--- config.mk ---
export PLATFORM = sky130hd
export DESIGN_NAME = rm_irq_entry
export DESIGN_NICKNAME = d
export VERILOG_FILES = /design/src/rtl/rm_irq_pkg.sv /design/src/rtl/rm_irq_pending.sv /design/src/rtl/rm_irq_addr.sv /design/src/rtl/rm_irq_seq.sv /design/src/rtl/rm_irq_entry.sv
export SDC_FILE = /design/constraint.sdc
export NUM_CORES = 1
export LEC_CHECK = 0
export BUFFER_PORTS_ARGS = -buffer_cell sky130_fd_sc_hd__buf_2
export CAP_MARGIN = 30
export CORE_ASPECT_RATIO = 1.1
export CORE_MARGIN = 1
export CORE_UTILIZATION = 51
export DETAILED_ROUTE_END_ITERATION = 10
export HOLD_SLACK_MARGIN = 0.02
export PLACE_DENSITY = 0.91
export SYNTH_ARGS = -nofsm -noshare
export SYNTH_HDL_FRONTEND = slang
export SYNTH_SLANG_ARGS = --single-unit
--- constraint.sdc ---
create_clock -name clk -period 3.7 [get_ports clk]
set_input_delay 0.555 -clock clk [delete_from_list [all_inputs] [get_ports clk]]
set_output_delay 0.555 -clock clk [all_outputs]
set_load 0.03 [all_outputs]
--- src/rtl/rm_irq_pkg.sv ---
package rm_irq_pkg;
  localparam int IEN_BIT = 9;
  localparam int TRAP_BIT = 8;

  typedef enum logic [2:0] {
    ST_IDLE,
    ST_PUSH_FL,
    ST_PUSH_CS,
    ST_PUSH_IP,
    ST_READ_CS,
    ST_READ_IP,
    ST_LOAD
  } seq_state_t;
endpackage

--- src/rtl/rm_irq_pending.sv ---
module rm_irq_pending #(
  parameter int VW = 8
) (
  input  logic          clk,
  input  logic          rst_n,
  input  logic          raise_i,
  input  logic [VW-1:0] vec_i,
  input  logic          start_i,
  input  logic          busy_i,
  input  logic          load_i,
  output logic          pend_o,
  output logic [VW-1:0] vec_o
);
  logic rearm_q;

  always_ff @(posedge clk) begin
    if (!rst_n) begin
      pend_o  <= 1'b0;
      vec_o   <= '0;
      rearm_q <= 1'b0;
    end else begin
      if (raise_i) vec_o <= vec_i;
      if (load_i) begin
        pend_o  <= rearm_q | raise_i;
        rearm_q <= 1'b0;
      end else begin
        if (raise_i) pend_o <= 1'b1;
        if (raise_i && (busy_i || start_i)) rearm_q <= 1'b1;
      end
    end
  end
endmodule

--- src/rtl/rm_irq_addr.sv ---
module rm_irq_addr #(
  parameter int DW = 16,
  parameter int AW = 20
) (
  input  logic [DW-1:0] seg_i,
  input  logic [DW-1:0] off_i,
  output logic [AW-1:0] phys_o
);
  localparam int SW = (DW + 4 > AW) ? DW + 5 : AW + 1;
  logic [SW-1:0] sum;

  always_comb begin
    sum    = (SW'(seg_i) << 4) + SW'(off_i);
    phys_o = sum[AW-1:0];
  end
endmodule

--- src/rtl/rm_irq_seq.sv ---
module rm_irq_seq
  import rm_irq_pkg::*;
#(
  parameter int DW = 16,
  parameter int AW = 20,
  parameter int VW = 8
) (
  input  logic          clk,
  input  logic          rst_n,
  input  logic          start_i,
  input  logic [VW-1:0] vec_i,
  input  logic [DW-1:0] flags_i,
  input  logic [DW-1:0] cs_i,
  input  logic [DW-1:0] ip_i,
  input  logic [DW-1:0] sp_i,
  input  logic [DW-1:0] ss_i,
  input  logic [AW-1:0] push_addr_i,
  output logic [DW-1:0] push_seg_o,
  output logic [DW-1:0] push_off_o,
  output logic          busy_o,
  output logic          load_o,
  output logic          flags_we_o,
  output logic [DW-1:0] flags_o,
  output logic          cs_we_o,
  output logic [DW-1:0] cs_o,
  output logic          ip_we_o,
  output logic [DW-1:0] ip_o,
  output logic          sp_we_o,
  output logic [DW-1:0] sp_o,
  output logic          mem_valid_o,
  input  logic          mem_ready_i,
  output logic          mem_we_o,
  output logic [AW-1:0] mem_addr_o,
  output logic [DW-1:0] mem_wdata_o,
  input  logic [DW-1:0] mem_rdata_i
);
  localparam logic [DW-1:0] CLR_MASK = ~((DW'(1) << IEN_BIT) | (DW'(1) << TRAP_BIT));

  seq_state_t    st_q;
  logic [DW-1:0] fl_q, cs_q, ip_q, sp_q, ss_q, ncs_q, nip_q;
  logic [VW-1:0] vec_q;
  logic          is_push, is_read, hs;
  logic [DW-1:0] sp_dec;

  always_comb begin
    is_push = (st_q == ST_PUSH_FL) || (st_q == ST_PUSH_CS) || (st_q == ST_PUSH_IP);
    is_read = (st_q == ST_READ_CS) || (st_q == ST_READ_IP);
    hs      = (is_push || is_read) && mem_ready_i;
    sp_dec  = sp_q - DW'(2);
    push_seg_o = ss_q;
    push_off_o = sp_dec;
    mem_valid_o = is_push || is_read;
    mem_we_o    = is_push;
    if (is_push)                mem_addr_o = push_addr_i;
    else if (st_q == ST_READ_CS) mem_addr_o = AW'({vec_q, 2'b10});
    else                        mem_addr_o = AW'({vec_q, 2'b00});
    case (st_q)
      ST_PUSH_FL: mem_wdata_o = fl_q;
      ST_PUSH_CS: mem_wdata_o = cs_q;
      ST_PUSH_IP: mem_wdata_o = ip_q;
      default:    mem_wdata_o = '0;
    endcase
    sp_we_o    = is_push && mem_ready_i;
    sp_o       = sp_dec;
    flags_we_o = (st_q == ST_PUSH_FL) && mem_ready_i;
    flags_o    = fl_q & CLR_MASK;
    load_o     = (st_q == ST_LOAD);
    cs_we_o    = load_o;
    ip_we_o    = load_o;
    cs_o       = ncs_q;
    ip_o       = nip_q;
    busy_o     = (st_q != ST_IDLE);
  end

  always_ff @(posedge clk) begin
    if (!rst_n) begin
      st_q  <= ST_IDLE;
      fl_q  <= '0; cs_q <= '0; ip_q <= '0; sp_q <= '0; ss_q <= '0;
      ncs_q <= '0; nip_q <= '0; vec_q <= '0;
    end else begin
      if (is_push && hs) sp_q <= sp_dec;
      case (st_q)
        ST_IDLE: if (start_i) begin
          fl_q <= flags_i; cs_q <= cs_i; ip_q <= ip_i;
          sp_q <= sp_i; ss_q <= ss_i; vec_q <= vec_i;
          st_q <= ST_PUSH_FL;
        end
        ST_PUSH_FL: if (hs) st_q <= ST_PUSH_CS;
        ST_PUSH_CS: if (hs) st_q <= ST_PUSH_IP;
        ST_PUSH_IP: if (hs) st_q <= ST_READ_CS;
        ST_READ_CS: if (hs) begin
          ncs_q <= mem_rdata_i;
          st_q  <= ST_READ_IP;
        end
        ST_READ_IP: if (hs) begin
          nip_q <= mem_rdata_i;
          st_q  <= ST_LOAD;
        end
        default: st_q <= ST_IDLE;
      endcase
    end
  end
endmodule

--- src/rtl/rm_irq_entry.sv ---
module rm_irq_entry
  import rm_irq_pkg::*;
#(
  parameter int DW = 16,
  parameter int AW = 20,
  parameter int VW = 8
) (
  input  logic          clk,
  input  logic          rst_n,
  input  logic          raise_i,
  input  logic [VW-1:0] raise_vec_i,
  input  logic          boundary_i,
  input  logic          halt_i,
  output logic          fetch_ok_o,
  output logic          pending_o,
  output logic          busy_o,
  output logic          halted_o,
  output logic          done_o,
  input  logic [DW-1:0] flags_i,
  input  logic [DW-1:0] cs_i,
  input  logic [DW-1:0] ip_i,
  input  logic [DW-1:0] sp_i,
  input  logic [DW-1:0] ss_i,
  output logic          flags_we_o,
  output logic [DW-1:0] flags_o,
  output logic          cs_we_o,
  output logic [DW-1:0] cs_o,
  output logic          ip_we_o,
  output logic [DW-1:0] ip_o,
  output logic          sp_we_o,
  output logic [DW-1:0] sp_o,
  output logic          mem_valid_o,
  input  logic          mem_ready_i,
  output logic          mem_we_o,
  output logic [AW-1:0] mem_addr_o,
  output logic [DW-1:0] mem_wdata_o,
  input  logic [DW-1:0] mem_rdata_i
);
  logic          halt_q, stop, gate_open, start, load;
  logic [VW-1:0] pend_vec;
  logic [DW-1:0] push_seg, push_off;
  logic [AW-1:0] push_addr;

  always_ff @(posedge clk) begin
    if (!rst_n) halt_q <= 1'b0;
    else if (halt_i) halt_q <= 1'b1;
  end

  always_comb begin
    stop       = halt_q || halt_i;
    gate_open  = (pend_vec == VW'(0)) || (pend_vec == VW'(2)) || flags_i[IEN_BIT];
    start      = boundary_i && !busy_o && !stop && pending_o && gate_open;
    fetch_ok_o = boundary_i && !busy_o && !stop && !start;
    halted_o   = halt_q;
    done_o     = load;
  end

  rm_irq_pending #(.VW(VW)) pend_i (
    .clk(clk), .rst_n(rst_n), .raise_i(raise_i), .vec_i(raise_vec_i),
    .start_i(start), .busy_i(busy_o), .load_i(load),
    .pend_o(pending_o), .vec_o(pend_vec)
  );

  rm_irq_addr #(.DW(DW), .AW(AW)) addr_i (
    .seg_i(push_seg), .off_i(push_off), .phys_o(push_addr)
  );

  rm_irq_seq #(.DW(DW), .AW(AW), .VW(VW)) seq_i (
    .clk(clk), .rst_n(rst_n), .start_i(start), .vec_i(pend_vec),
    .flags_i(flags_i), .cs_i(cs_i), .ip_i(ip_i), .sp_i(sp_i), .ss_i(ss_i),
    .push_addr_i(push_addr), .push_seg_o(push_seg), .push_off_o(push_off),
    .busy_o(busy_o), .load_o(load),
    .flags_we_o(flags_we_o), .flags_o(flags_o),
    .cs_we_o(cs_we_o), .cs_o(cs_o), .ip_we_o(ip_we_o), .ip_o(ip_o),
    .sp_we_o(sp_we_o), .sp_o(sp_o),
    .mem_valid_o(mem_valid_o), .mem_ready_i(mem_ready_i), .mem_we_o(mem_we_o),
    .mem_addr_o(mem_addr_o), .mem_wdata_o(mem_wdata_o), .mem_rdata_i(mem_rdata_i)
  );
endmodule

==> out/qor.yml, run 1 <==
rsz0062_at_grt: "yes"
drive_gt1_share_pct: 37.3
synth_top_family_by_area: "simple AND/OR/NAND/NOR gates"
synth_area_leader_cell: "dfxtp_1"
grt_max_degree: 81
synth_cell_types: 59
cts_buffers: 17
overflow: 0
arrival_ns: 3.64
synthMuxAreaShare_pct: 4.31
critPathKind: "reg2out"
post-route-period-util_pct: 113
critPathRequiredTime_ns: 3.14
fin_util_pct: 74.7
routed_wl_mm: 22.6
status: "finished, violations left"
p_switching_mw: 1.63
dp_hpwl_mm: 13.5
drt_iter0_markers: 705
clock_sinks: 134
vias: 7018
cpPeakStageDelay_ns: 0.57
rows: 42
grt_pass1_wl_mm: 31.8
relSlewSlack_pct: 38.9
cpMostUsedCell: "or4_4"
seq_area_frac_synth_pct: 41.1
pwr_density_cell_nw_per_um2: 528
synth_ff_type: "dfxtp_1"
p_int_mw: 3.19
port_buffers: 218
synth_edf_count: 0
hp-class: "in2reg"
maxCapViolCount: 0
synthTopCellsByArea: "dfxtp_1 (41%), nand2_1 (14%), a21oi_1 (9.9%)"
netSwitchingFraction_pct: 33.9
met1_usage_pct: 36.4
die_h_um: 121
grt.busiest_layer: "met2"
initial_core_util_pct: 53.3
synth-compound-area-share_pct: 17.6
fin_ws_ns: -0.498
antenna_left: 0
synth_top_area_share_pct: 41.1
p_seq_share_pct: 31.6
antenna_found_initial: 1
grt_pass1_vias: 6428
slowest_stage: "or4_4"
worstMarginPinSlew_ns: 0.917
clock_skew_ns: 0.0109
critPathCaptureType: "output port"
setup_violations: 10
p_leak_nw: 3.83
synth_fa_ha_area_share_pct: 2.99
synth.most_common_cell: "nand2_1"
hold_ws_ns: 0.355
clkTransAtPathRegs_ns: 0.06
syn_inst: 853
hold_viol: 0
grt_use_met3_pct: 7.76
p_comb_share_pct: 33.7
crit_path_start_kind: "flip-flop"
synthTopCellsByCount: "nand2_1 (243), dfxtp_1 (134), a21oi_1 (129), nor2_1 (56), clkbuf_1 (42)"
drc: 0
die-area_um2: 13300
wl_per_cell_um: 18.3
synthXorXnorAreaFrac_pct: 4.16
avgSynthCellArea_um2: 7.65
core_um2: 12200
pin_count: 221
async_flop_share_pct: 0
place_congestion: 0.915
cts_tree: "built"
failed_checks: "setup timing"
synth-simple-area-share_pct: 23.2
pwr-share-clk_pct: 34.6
path_cells: "or4_4, or3_4, nor3_4, xor2_2, ha_4, nor4_1, and3_4, or4_4, a21oi_4, buf_6"
slew_viol_final: 0
final_nets: 1190
syn2layout_area_growth_pct: 40.2
postPlaceCellArea_um2: 7880
ys_warn_count: 0
root_buffer: "clkbuf_16"
period_needed_ns: 4.20
fmax_mhz: 238
finalSetupTns_ns: -2.75
synth-seq-cells: 134
clk_latency_ns: 0.43
final_area_um2: 9150
grt_usage_pct: 31.4
die_w_um: 110
htreeDepth: 4
synthesis.area_um2: 6530
vias_per_cell: 5.69
met2_usage_pct: 53.7
place_ws_ns: 0.0185
clock_path_buffers: 2
drt-pass1-iter-count: 5
peakVddDrop_mv: 0.461
cts-hold-fix-buffers: 0
crit_fanout: 4
## stage by stage
step / std cells / total power, mW
finish: 1233 / 4.83
global placement: 1173 / 2.66
detailed placement: 1173 / 2.68
floorplan: 854 / 2.35
global route: 1231 / 4.97
CTS: 1219 / 4.49
## worst max-delay path: cells and delay by family (launching register included)
| kind | cells | cell delay (ns) |
|---|---|---|
| xor gates and xnor gates | 1 | 0.41 |
| DFF | 1 | 0.32 |
| AOI/OAI and AO/OA | 1 | 0.16 |
| and+or+nand+nor | 6 | 1.97 |
| adders and majority gates | 1 | 0.21 |
| buffers and inverters | 1 | 0.14 |
## path summary, 6_finish.rpt
path | from | to | slack, ns | cells past startpoint
worst max-delay path | seq_i.sp_q[8]$_SDFF_PN0_ | mem_addr_o[18] | -0.50 | 10
worst min-delay path | halt_i | halted_o$_SDFFE_PN0P_ | 0.36 | 3
worst max register to register | seq_i.st_q[2]$_SDFFE_PN0P_ | seq_i.sp_q[1]$_SDFF_PN0_ | 1.01 | 8
worst min register to register | seq_i.cs_o[4]$_SDFFE_PN0P_ | seq_i.cs_o[4]$_SDFFE_PN0P_ | 0.45 | 2
## logic make-up after synthesis
kind of cell               Yosys count
and+or+nand+nor                    355
AOI/OAI and AO/OA                  201
DFF                                134
buffers and inverters               90
xor gates and xnor gates            31
muxes                               26
adders and majority gates           15
other                                1
## state kept, by name, indices dropped and copies added (netlist names), 3 cells and up
signal            count
seq_i.cs_o           16
seq_i.cs_q           16
seq_i.fl_q           16
seq_i.ip_o           16
seq_i.ip_q           16
seq_i.push_seg_o     16
seq_i.sp_q           16
pend_i.vec_o          8
seq_i.vec_q           8
seq_i.st_q            3
## per-layer routing
metal  share of wire, %  vias to the layer above
li1                   -                     3273
met1                 37                     3251
met2                 51                      415
met3                8.2                       79
met4                4.5                        0
met5                  0                        -
## power groups by stage
| stage | Clock (mW) | Sequential [mW] | Combinational, mW |
|---|---|---|---|
| 3_5_place_dp | 0 | 1.55 | 1.13 |
| 5_1_grt | 1.75 | 1.53 | 1.70 |
| 2_1_floorplan | 0 | 1.54 | 0.802 |
| 4_1_cts | 1.67 | 1.52 | 1.30 |
| 6_report | 1.67 | 1.53 | 1.63 |
| 3_3_place_gp | 0 | 1.55 | 1.11 |
## cells in the final DEF (no fill, tap or decap), types with 14 or more instances in the layout
cell	Yosys	layout
nand2_1	243	240
buf_2	10	209
dfxtp_1	134	128
a21oi_1	129	121
nor2_1	56	49
buf_4	19	43
mux2_2	17	17
clkbuf_16	0	17
o21ai_0	21	16
a22oi_1	17	15
buf_6	1	14
## repair_timing
action | 4_1_cts | 5_1_grt
setup buffers | 15 | 12
setup endpoints to repair | 10 | 13
pin swaps | 19 | 29
gates resized for setup | 48 | 54
## final cells by class
cell class,count,area [um^2]
tap,154,193
sequential,134,2690
antenna,2,5.00
clock buffer,24,482
inverter,13,52.6
clock inverter,7,96.3
multi-input combinational,630,4040
timing repair buffer,269,1590
fill,856,3100
(Power assumes the default switching activity.)
==> inputs of run 2 (changes only) <==
--- a/config.mk
+++ b/config.mk
@@ -13,6 +13,7 @@
 export DETAILED_ROUTE_END_ITERATION = 10
 export HOLD_SLACK_MARGIN = 0.02
 export PLACE_DENSITY = 0.91
+export SETUP_SLACK_MARGIN = 0.1
 export SYNTH_ARGS = -nofsm -noshare
 export SYNTH_HDL_FRONTEND = slang
 export SYNTH_SLANG_ARGS = --single-unit
==> run 2 against run 1 <==
- first-iteration DRC count is 25% lower
- clock skew decreased by 0.0057 ns
- register-to-register slack hardly changed
- the run still ends with setup timing left
- largest cell class unchanged
- sequential power hardly changed
- highest routed layer unchanged
- wire length increased by 0.66%
- critical path depth increased by 3
- power increased by 0.66%
- via count up 1.4%
- flip-flop and latch count stayed put
- worst hold slack worse by 0.0025 ns
- utilization decreased by 0.32 points
==> out/qor.yml, run 2 (synthesized netlist as in run 1, its figures left out) <==
clk_latency_ns: 0.42
maxCapViolCount: 0
clkTransAtPathRegs_ns: 0.06
post-route-period-util_pct: 114
vias: 7118
grt_pass1_wl_mm: 32.5
cts_buffers: 17
routed_wl_mm: 22.7
finalPower_mw: 4.86
core_um2: 12200
drive_gt1_share_pct: 37.6
period_needed_ns: 4.22
pin_count: 221
hold_viol: 0
hold_ws_ns: 0.353
pwr_density_cell_nw_per_um2: 533
grt_max_degree: 63
initial_core_util_pct: 53.3
clock_skew_ns: 0.00513
clock_path_buffers: 2
crit_fanout: 6
relSlewSlack_pct: 48.1
place_congestion: 0.903
antenna_left: 0
vias_per_cell: 5.76
wl_per_cell_um: 18.4
critPathCaptureType: "output port"
antenna_found_initial: 1
critPathRequiredTime_ns: 3.14
final_nets: 1192
peakVddDrop_mv: 0.382
postPlaceCellArea_um2: 7900
failed_checks: "setup timing"
die-area_um2: 13300
slew_viol_final: 0
hp-class: "in2reg"
fmax_mhz: 237
final_area_um2: 9110
setup_violations: 11
grt_pass1_vias: 6701
place_ws_ns: 0.0316
htreeDepth: 4
clock_sinks: 134
final.fill_count: 893
grt_usage_pct: 32.1
status: "finished, violations left"
drc: 0
cts_tree: "built"
fin_ws_ns: -0.525
drt-pass1-iter-count: 8
arrival_ns: 3.67
overflow: 0
critPathKind: "reg2out"
fin_util_pct: 74.4
rows: 42
mostFrequentLayoutCells: "nand2_1 (241), buf_2 (207), dfxtp_1 (130)"
syn2layout_area_growth_pct: 39.6
die_w_um: 110
drt_iter0_markers: 526
cpPeakStageDelay_ns: 0.45
slowest_stage: "xor2_2"
final_common_cell: "nand2_1"
crit_path_start_kind: "flip-flop"
worstMarginPinSlew_ns: 0.774
p_leak_nw: 3.83
dp_hpwl_mm: 13.4
root_buffer: "clkbuf_16"
port_buffers: 218
cts-hold-fix-buffers: 0
rsz0062_at_grt: "yes"
path_cells: "nor4b_4, nand2_4, buf_4, nor3_2, xor2_2, ha_4, o21a_1, o21a_1, o2bb2ai_2, buf_4, or3_1, a21oi_2, buf_6"
die_h_um: 121
-- run 2: cell count changes in the layout (fill, tap and decap cells not counted), moves of 2 or more --
cell / delta
dfxtp_1: +2
buf_12: -3
buf_4: +9
buf_2: -2
a21oi_4: -3
clkinv_2: +2
dfxtp_2: -3
inv_6: +2
clkbuf_8: -3
clkinv_4: +2
buf_6: -2
a21oi_1: +2
clkbuf_1: -4
-- run 2: power breakdown --
group | internal, mW | switching, mW | leakage, nW
logic | 0.645 | 0.959 | 2.46
registers | 1.48 | 0.0447 | 1.09
clock network | 1.06 | 0.669 | 0.286
total | 3.19 | 1.67 | 3.83
-- run 2: worst paths after layout --
check / start / to / slack [ns] / depth (start not counted)
worst max-delay path: seq_i.sp_q[4]$_SDFF_PN0_ / mem_addr_o[16] / -0.52 / 13
worst min-delay path: halt_i / halted_o$_SDFFE_PN0P_ / 0.35 / 3
worst max register to register: seq_i.st_q[0]$_SDFFE_PN0P_ / seq_i.sp_q[10]$_SDFF_PN0_ / 1.02 / 8
worst min register to register: seq_i.cs_o[8]$_SDFFE_PN0P_ / seq_i.cs_o[8]$_SDFFE_PN0P_ / 0.45 / 2
-- run 2: area by class of cell --
cell class                      instances  area (um^2)  share of cell area [%]
Timing Repair Buffer                  271         1560                    17.1
Inverter                               13         52.6                   0.577
Antenna cell                            2         5.00                  0.0549
Sequential cell                       134         2690                    29.6
Multi-Input combinational cell        630         4000                    43.9
Clock inverter                         15          179                    1.96
Tap cell                              154          193                    2.12
Clock buffer                           17          425                    4.67
-- run 2: worst max-delay path, delay by kind of cell (launching register included) --
family                     cells  cell delay, ns
AOI/OAI and AO/OA              4            0.61
buffers and inverters          3            0.47
DFF                            1            0.44
adders and majority gates      1            0.26
xor gates and xnor gates       1            0.45
and+or+nand+nor                4            1.03
-- run 2: timing repair --
item	in CTS	in global routing
endpoints found under the setup margin	10	13
pin swaps	27	14
resized for setup	60	26
buffers inserted	27	3
-- run 2: metrics by stage --
step	TNS, ns	std cells
floorplan	-0.00836	854
global placement	0	1173
finish	-3.15	1236
detailed placement	0	1173
CTS	-1.07	1231
global route	-4.31	1234
-- run 2: per-layer routing --
metal | global-route usage (%) | vias up | routed length (um) | share of wire (%)
li1 | - | 3277 | - | -
met1 | 34.9 | 3313 | 8300 | 37
met2 | 54.3 | 405 | 11100 | 49
met3 | 10.5 | 123 | 2040 | 9.0
met4 | 18.0 | 0 | 1250 | 5.5
met5 | 0 | - | 0 | 0
==> inputs of run 3 (changes only) <==
--- a/config.mk
+++ b/config.mk
@@ -7,12 +7,14 @@
 export LEC_CHECK = 0
 export BUFFER_PORTS_ARGS = -buffer_cell sky130_fd_sc_hd__buf_2
 export CAP_MARGIN = 30
+export CELL_PAD_IN_SITES_DETAIL_PLACEMENT = 0
+export CELL_PAD_IN_SITES_GLOBAL_PLACEMENT = 2
 export CORE_ASPECT_RATIO = 1.1
 export CORE_MARGIN = 1
-export CORE_UTILIZATION = 51
+export CORE_UTILIZATION = 28
 export DETAILED_ROUTE_END_ITERATION = 10
 export HOLD_SLACK_MARGIN = 0.02
-export PLACE_DENSITY = 0.91
+export PLACE_DENSITY = 0.88
 export SETUP_SLACK_MARGIN = 0.1
 export SYNTH_ARGS = -nofsm -noshare
 export SYNTH_HDL_FRONTEND = slang
==> run 3 against run 2 <==
- the flow still finishes with violations (setup timing)
- maximum frequency up 9.0%
- cell count grew 11%
- sequential share of layout area shrank 0.37 points
- critical endpoint is now mem_addr_o[18]
- global-route usage fell by 14 points
- clock power grew 7%
- largest power group unchanged
- sequential power is essentially flat
==> out/qor.yml, run 3 (synthesized netlist as in run 1, its figures left out) <==
fmax_mhz: 258
hp-class: "in2reg"
cts-hold-fix-buffers: 0
crit_start: "seq_i.sp_q[8]$_SDFF_PN0_"
dp.cells: 1319
clock_path_buffers: 2
root_buffer: "clkbuf_16"
setup_violations: 5
peakVddDrop_mv: 0.263
antenna_left: 0
final_area_um2: 9220
hold_viol: 0
clkTransAtPathRegs_ns: 0.07
clk_latency_ns: 0.42
vias: 6470
failed_checks: "setup timing"
initial_core_util_pct: 28.5
vias_per_cell: 4.70
hold_path_depth: 3
worstMarginPinSlew_ns: 0.897
period_needed_ns: 3.88
clock_skew_ns: 0.0126
dp_hpwl_mm: 15.2
port_buffers: 218
clock_sinks: 134
status: "finished, violations left"
maxCapViolCount: 0
r2r-end: "seq_i.sp_q[4]$_SDFF_PN0_"
grt_pass1_vias: 6304
hold_ws_ns: 0.368
final_common_cell: "nand2_1"
r2r_cells: 8
layoutNonFillerInstCount: 1377
antenna_found_initial: 2
drt-pass1-iter-count: 5
rsz0062_at_grt: "yes"
slew_viol_final: 0
postPlaceCellArea_um2: 8100
place_congestion: 0.866
routed_wl_mm: 21.7
p_leak_nw: 3.83
syn2layout_area_growth_pct: 41.2
finalSetupTns_ns: -0.495
grt_max_degree: 76
final.fill_count: 2411
final_nets: 1187
r2r_setup_slack_ns: 1.20
post-route-period-util_pct: 105
wl_per_cell_um: 15.7
drive_gt1_share_pct: 36.1
pwr_density_cell_nw_per_um2: 527
core_um2: 22900
arrival_ns: 3.32
rows: 58
die_h_um: 162
critPathRequiredTime_ns: 3.14
htreeDepth: 4
fin_util_pct: 40.3
die-area_um2: 23900
r2r_start: "seq_i.st_q[0]$_SDFFE_PN0P_"
overflow: 0
critPathCaptureType: "output port"
cts_buffers: 17
pin_count: 221
drt_iter0_markers: 276
die_w_um: 148
drc: 0
grt_pass1_wl_mm: 33.5
critPathKind: "reg2out"
cts_tree: "built"
mostFrequentLayoutCells: "nand2_1 (241), buf_2 (208), dfxtp_1 (130)"
relSlewSlack_pct: 39.8
grt_usage_pct: 18.1
fin_ws_ns: -0.176
crit_fanout: 4
crit_path_end: "mem_addr_o[18]"
crit_path_start_kind: "flip-flop"
==> run 3: worst min path at each step <==
stage / from / endpoint / slack [ns]
CTS: halt_i / halted_o$_SDFFE_PN0P_ / 0.35
floorplan: pend_i.vec_o[1]$_SDFFE_PN0P_ / seq_i.vec_q[1]$_SDFFE_PN0P_ / 0.43
global route: ip_i[5] / seq_i.ip_q[5]$_SDFFE_PN0P_ / 0.35
detailed placement: seq_i.ip_o[7]$_SDFFE_PN0P_ / seq_i.ip_o[7]$_SDFFE_PN0P_ / 0.44
global placement: seq_i.ip_o[8]$_SDFFE_PN0P_ / seq_i.ip_o[8]$_SDFFE_PN0P_ / 0.44
finish: ip_i[3] / seq_i.ip_q[3]$_SDFFE_PN0P_ / 0.37
==> run 3: power by group <==
part,total (mW),switching (mW),leakage [nW],internal [mW]
registers,1.52,0.0418,1.09,1.48
logic,1.49,0.837,2.44,0.650
clock network,1.85,0.691,0.305,1.16
==> run 3: routing by layer <==
layer / global-route usage, % / wire, um
met5: 0 / 0
met1: 23.1 / 9820
met4: 6.19 / 352
met2: 30.1 / 10500
met3: 3.68 / 1020
==> run 3: critical path: stages (launching register included) <==
cell       delay (ns)
dfxtp_2          0.31
or4_4            0.53
or3_4            0.39
nor2_4           0.14
xor2_4           0.10
ha_4             0.30
o21a_1           0.13
o21a_1           0.15
o2bb2ai_2        0.08
or4_4            0.49
a21oi_4          0.14
buf_6            0.14
==> run 3: what timing repair did <==
action                     in CTS  in global routing
setup buffers                  18                  7
setup endpoints to repair      10                 13
pin swaps                      27                  8
gates resized for setup        56                  6
==> run 3: area by class of cell <==
class	count	area [um^2]	area share, %
multi-input combinational	630	3900	42.3
sequential	134	2690	29.2
timing repair buffer	266	1550	16.8
clock buffer	19	443	4.81
tap	300	375	4.07
clock inverter	13	196	2.13
inverter	13	53.8	0.584
antenna	2	5.00	0.0543
==> run 3: stage by stage <==
step	worst slack (ns)	power, mW
after detailed placement	0.00719	2.72
final	-0.176	4.86
after floorplan	-0.00836	2.37
after global placement	0.0857	2.72
after global routing	-0.290	5.08
after CTS	-0.278	4.84
